`config.mk`:
```
export PLATFORM = sky130hd
export DESIGN_NAME = brg_top
export DESIGN_NICKNAME = d
export VERILOG_FILES = /design/src/rtl/brg_pkg.sv /design/src/rtl/brg_state_pace.sv /design/src/rtl/brg_reload_ctr.sv /design/src/rtl/brg_baud_presc.sv /design/src/rtl/brg_trig_flag.sv /design/src/rtl/brg_top.sv
export SDC_FILE = /design/constraint.sdc
export NUM_CORES = 1
export LEC_CHECK = 0
export BUFFER_PORTS_ARGS = -buffer_cell sky130_fd_sc_hd__buf_2
export CORE_MARGIN = 3
export CORE_UTILIZATION = 30
export DETAILED_ROUTE_END_ITERATION = 10
export PLACE_DENSITY = 0.57
export SETUP_SLACK_MARGIN = 0.02
export SYNTH_ARGS = -nofsm -noshare
export SYNTH_HDL_FRONTEND = slang
export SYNTH_SLANG_ARGS = --single-unit
```
`constraint.sdc`:
```
create_clock -name clk -period 2.2 [get_ports clk]
set_input_delay 0.11 -clock clk [delete_from_list [all_inputs] [get_ports clk]]
set_output_delay 0.11 -clock clk [all_outputs]
set_load 0.03 [all_outputs]
```
`src/rtl/brg_pkg.sv`:
```
package brg_pkg;
  localparam int CNT_W = 16;
  localparam int PRE_W = 4;
  typedef logic [CNT_W-1:0] cnt_t;
endpackage

```
`src/rtl/brg_state_pace.sv`:
```
module brg_state_pace (
  input  logic clk,
  input  logic rst_n,
  input  logic active,
  output logic step
);
  logic phase;

  always_ff @(posedge clk or negedge rst_n) begin
    if (!rst_n)       phase <= 1'b0;
    else if (!active) phase <= 1'b0;
    else              phase <= ~phase;
  end

  assign step = active & phase;
endmodule

```
`src/rtl/brg_reload_ctr.sv`:
```
module brg_reload_ctr #(
  parameter int W = 16
) (
  input  logic         clk,
  input  logic         rst_n,
  input  logic         run,
  input  logic         step,
  input  logic [W-1:0] reload,
  output logic         roll
);
  localparam logic [W-1:0] TOP = '1;
  logic [W-1:0] count;

  assign roll = step & (count == TOP);

  always_ff @(posedge clk or negedge rst_n) begin
    if (!rst_n)    count <= '0;
    else if (!run) count <= reload;
    else if (roll) count <= reload;
    else if (step) count <= count + 1'b1;
  end
endmodule

```
`src/rtl/brg_baud_presc.sv`:
```
module brg_baud_presc #(
  parameter int PW = 4
) (
  input  logic clk,
  input  logic rst_n,
  input  logic tx_sel,
  input  logic rx_sel,
  input  logic roll,
  output logic tx_tick,
  output logic rx_tick
);
  localparam logic [PW-1:0] LAST = '1;
  logic [PW-1:0] pre;
  logic          baud_mode;
  logic          wrap;

  assign baud_mode = tx_sel | rx_sel;
  assign wrap      = baud_mode & roll & (pre == LAST);

  always_ff @(posedge clk or negedge rst_n) begin
    if (!rst_n) begin
      pre     <= '0;
      tx_tick <= 1'b0;
      rx_tick <= 1'b0;
    end else begin
      if (!baud_mode) pre <= '0;
      else if (roll)  pre <= pre + 1'b1;
      tx_tick <= wrap & tx_sel;
      rx_tick <= wrap & rx_sel;
    end
  end
endmodule

```
`src/rtl/brg_trig_flag.sv`:
```
module brg_trig_flag (
  input  logic clk,
  input  logic rst_n,
  input  logic trig_in,
  input  logic trig_en,
  input  logic flag_clr,
  output logic flag
);
  logic trig_q;
  logic fall;

  assign fall = trig_en & trig_q & ~trig_in;

  always_ff @(posedge clk or negedge rst_n) begin
    if (!rst_n) begin
      trig_q <= 1'b0;
      flag   <= 1'b0;
    end else begin
      trig_q <= trig_in;
      if (fall)          flag <= 1'b1;
      else if (flag_clr) flag <= 1'b0;
    end
  end
endmodule

```
`src/rtl/brg_top.sv`:
```
module brg_top
  import brg_pkg::*;
(
  input  logic       clk,
  input  logic       rst_n,
  input  logic       run,
  input  logic       tx_sel,
  input  logic       rx_sel,
  input  logic       timer_sel,
  input  logic       clkout_en,
  input  logic       trig_in,
  input  logic       trig_en,
  input  logic       flag_clr,
  input  logic [15:0] reload,
  output logic       tx_tick,
  output logic       rx_tick,
  output logic       clk_out,
  output logic       ext_flag
);
  logic clk_gate;
  logic active;
  logic step;
  logic roll;

  assign clk_gate = timer_sel & clkout_en;
  assign active   = run & (tx_sel | rx_sel | clk_gate);

  brg_state_pace u_pace (
    .clk(clk), .rst_n(rst_n), .active(active), .step(step)
  );

  brg_reload_ctr #(.W(CNT_W)) u_ctr (
    .clk(clk), .rst_n(rst_n), .run(run), .step(step),
    .reload(cnt_t'(reload)), .roll(roll)
  );

  brg_baud_presc #(.PW(PRE_W)) u_presc (
    .clk(clk), .rst_n(rst_n), .tx_sel(tx_sel), .rx_sel(rx_sel),
    .roll(roll), .tx_tick(tx_tick), .rx_tick(rx_tick)
  );

  brg_trig_flag u_trig (
    .clk(clk), .rst_n(rst_n), .trig_in(trig_in), .trig_en(trig_en),
    .flag_clr(flag_clr), .flag(ext_flag)
  );

  always_ff @(posedge clk or negedge rst_n) begin
    if (!rst_n)                clk_out <= 1'b0;
    else if (clk_gate && roll) clk_out <= ~clk_out;
  end
endmodule

```
==> flow_metrics.env <==
export IMPL_outcome="completed"
export IMPL_avgSynthCellArea_um2=9.08
export IMPL_area_growth_pct=21.0
export IMPL_synth_area_mm2=0.00152
export IMPL_whs_ns=0.0219
export IMPL_drtAntennaViolNets=0
export IMPL_rr_endpoint="clk_out"
export IMPL_timing_reg2reg_setup_slack_ns=0.29
export IMPL_cap_violations=0
export IMPL_final_layout_size_suffix_gt1_share_pct=23.6
export IMPL_timing_final_crit_share_pct=87.0
export IMPL_critical_path_slowest_cell="dfrtp_1"
export IMPL_remaining_drc_errors=0
export IMPL_synth_area_top_cells="dfrtp_1 43%, nor2_1 5.4%, nand3_1 3.0%, nor3_1 3.0%, nand2_1 3.0%"
export IMPL_max_slew_margin_rel_pct=60.3
export IMPL_die_width_um=77.1
export IMPL_detailedRoute_firstIterationViolations=73
export IMPL_min_period_ns=1.91
export IMPL_post_drt_wl_per_cell_um=14.3
export IMPL_cell_count_final_fillers_out=266
export IMPL_grt_overflow_total=0
export IMPL_cts_made_buffers=3
export IMPL_layout_skew_ns=0.00205
export IMPL_gpl_final_weighted_congestion=0.824
export IMPL_worst_path_most_repeated_cell="and3_1"
export IMPL_fmax_ghz=0.523
export IMPL_timing_final_hold_violations=0
export IMPL_post_place_cells=260
export IMPL_clk_pin_slew_worst_paths_ns=0.09
export IMPL_max_vdd_ir_drop_v=0.000338
export IMPL_clk_path_buf_depth=2
export IMPL_cts_root_buf="clkbuf_8"
export IMPL_timing_setup_tns_ns=0
export IMPL_diodes=0
export IMPL_setup_worst_path_class="reg -> reg"
export IMPL_finalNetCount=228
export IMPL_die_area_mm2=0.00594
export IMPL_detailroute_via_count=1392
export IMPL_vias_in_the_first_global_route=1364
export IMPL_crit_required_ns=2.41
export IMPL_power_density_cell_area_mw_per_mm2=620
export IMPL_grt_start_max_net_pins=27
export IMPL_final_core_utilization_pct=38.1
export IMPL_cts_num_sinks=26
export IMPL_initial_utilization_pct=31.5
export IMPL_hold_crit_start="flag_clr"
export IMPL_final_setup_viol_count=0
export IMPL_critPathArrivalTime_ns=2.12
export IMPL_port_buffers=29
export IMPL_boundaryPins=30
export IMPL_ys_seq_elements=26
export IMPL_syn_inst=167
export IMPL_htreeDepth=1
export IMPL_worst_pin_slew_ns=0.596
export IMPL_worstRegToRegCells=7
export IMPL_synthesis_warnings=0
export IMPL_detailed_routing_iterations_pass_1=4
export IMPL_synth_lib_cells_used_distinct=48
export IMPL_synthDominantCellAreaShare_pct=42.9
export IMPL_wl_um=3810
export IMPL_antenna_found_initial=0
export IMPL_final_max_slew_violation_count=0
export IMPL_min_path_type="in -> reg"
export IMPL_die_h_um=77.1
export IMPL_core_rowCount=25
export IMPL_setup_worst_path_start_class="register"
export IMPL_timing_critical_path_cells="ha_1, nand3_1, nor2_2, and3_1, buf_4, and3_1, xor2_1"
export IMPL_dp_final_hpwl_um=2810
export IMPL_synth_seq_area_share_pct=42.9
export IMPL_viasPerCell=5.23
export IMPL_grt_setup_unrepaired="no"
export IMPL_grt_first_pass_wirelength_um=6580
export IMPL_min_delay_worst_endpoint="u_trig.flag"
export IMPL_slowest_delay_ns=0.44
export IMPL_cts_tree="done"
export IMPL_hold_critical_path_depth=2
export IMPL_worst_r2r_src="u_ctr.count[0]"
export IMPL_critical_path_peak_fanout=6
export IMPL_synth_fp_nets=195
export IMPL_cts_resized=0
export IMPL_static_leakage_power_nw=0.808
export IMPL_worstSkewPairLatency_ns=0.28
export IMPL_cp_end_kind="register"
export IMPL_grt_total_usage_pct=13.5
export IMPL_yosys_area_top_type="dfrtp_1"
export IMPL_floorplan_core_area_mm2=0.00482
[synthesized netlist by cell type (all sizes together)]
master / count
o22ai: 2
or2: 2
dfrtp: 26
a31oi: 6
clkbuf: 3
nor3: 10
o21ai: 4
o211ai: 2
inv: 4
a21oi: 6
nand2: 12
nand2b: 4
a32o: 1
buf: 6
nand3: 9
xnor2: 3
nor4: 3
and3: 4
a31o: 1
o21a: 1
a211o: 1
ha: 2
o311a: 1
a2bb2oi: 1
nand4: 7
a311oi: 3
a22o: 1
and2: 2
mux2i: 1
o221ai: 1
a211oi: 2
a21o: 1
nor2: 23
and4: 4
o22a: 1
o2bb2ai: 4
xor2: 3
[worst max-delay path, delay by kind of cell (launching register included)]
family                   cells  cell delay [ns]
XOR/XNOR                     1             0.14
adder cells (fa/ha/maj)      1             0.22
buffers and inverters        1             0.18
flip-flops                   1             0.44
AND/OR/NAND/NOR              4             0.86
[repair_timing]
| action | in CTS | in global routing |
|---|---|---|
| hold buffers | 2 | 0 |
| setup buffers | 0 | 0 |
| hold endpoints to repair | 27 | 0 |
[sequential cells by signal (all words and copies together) (netlist names)]
name / count
u_pace.phase: 1
u_ctr.count: 16
u_presc.rx_tick: 1
u_trig.trig_q: 1
u_trig.flag: 1
u_presc.tx_tick: 1
clk_out: 1
u_presc.pre: 4
[layer usage]
layer	vias to the layer above	wire, µm	track usage [%]
met4	0	31	3.38
met3	4	192	2.82
met1	667	1870	19.5
met2	37	1720	20.6
li1	684	-	-
met5	-	0	0
[kinds of logic after synthesis]
group / Yosys count / share of synthesized area (%)
compound gates: 39 / 19.1
fa+ha+maj: 2 / 1.65
xor+xnor: 6 / 3.47
mux: 1 / 0.660
simple gates: 80 / 28.1
flops: 26 / 42.9
buf+inv: 13 / 4.12
[power breakdown]
group | total, W | switching, W | internal, W
sequential | 0.000554 | 0.0000409 | 0.000513
clock | 0.000404 | 0.000161 | 0.000244
combinational | 0.000179 | 0.0000980 | 0.0000805
total | 0.00114 | 0.000299 | 0.000837
[through the flow]
stage                     worst slack, ns  cell area (µm²)  power, W
after global routing               0.0828             1830   0.00119
after detailed placement            0.319             1740  0.000739
after global placement              0.366             1740  0.000736
final                               0.287             1830   0.00114
after CTS                           0.283             1830   0.00115
after floorplan                     0.550             1520  0.000668
[worst max path at each step]
| stage | depth (start not counted) | slack [ns] | from | to |
|---|---|---|---|---|
| global placement | 7 | 0.37 | u_ctr.count[0] | clk_out |
| finish | 7 | 0.29 | u_ctr.count[0] | clk_out |
| detailed placement | 7 | 0.32 | u_ctr.count[0] | clk_out |
| CTS | 7 | 0.28 | u_ctr.count[0] | clk_out |
| floorplan | 7 | 0.55 | u_ctr.count[0] | u_ctr.count[7] |
| global route | 7 | 0.08 | u_ctr.count[0] | clk_out |
[layout by cell type, fill, tap and decap left out, types with 3 or more instances in the layout]
cell type / count
o2bb2ai_1: 4
nor2_1: 22
a31oi_1: 5
xnor2_1: 3
a311oi_1: 3
and3_1: 4
xor2_1: 3
and4_1: 4
dfrtp_1: 26
nand2b_1: 4
inv_1: 4
clkbuf_8: 3
nand4_1: 6
buf_2: 29
nand3_1: 9
a21oi_1: 6
buf_4: 6
nor3_1: 9
nand2_1: 12
[cell type report]
| type | instances | area, µm² |
|---|---|---|
| flip-flops and latches | 26 | 651 |
| fillers | 526 | 2980 |
| well taps | 67 | 83.8 |
| multi-input cells | 128 | 803 |
| clock inverters | 1 | 30.0 |
| clock buffers | 3 | 41.3 |
| inverters | 4 | 15.0 |
| repair buffers | 37 | 210 |
(Power assumes the default switching activity.)
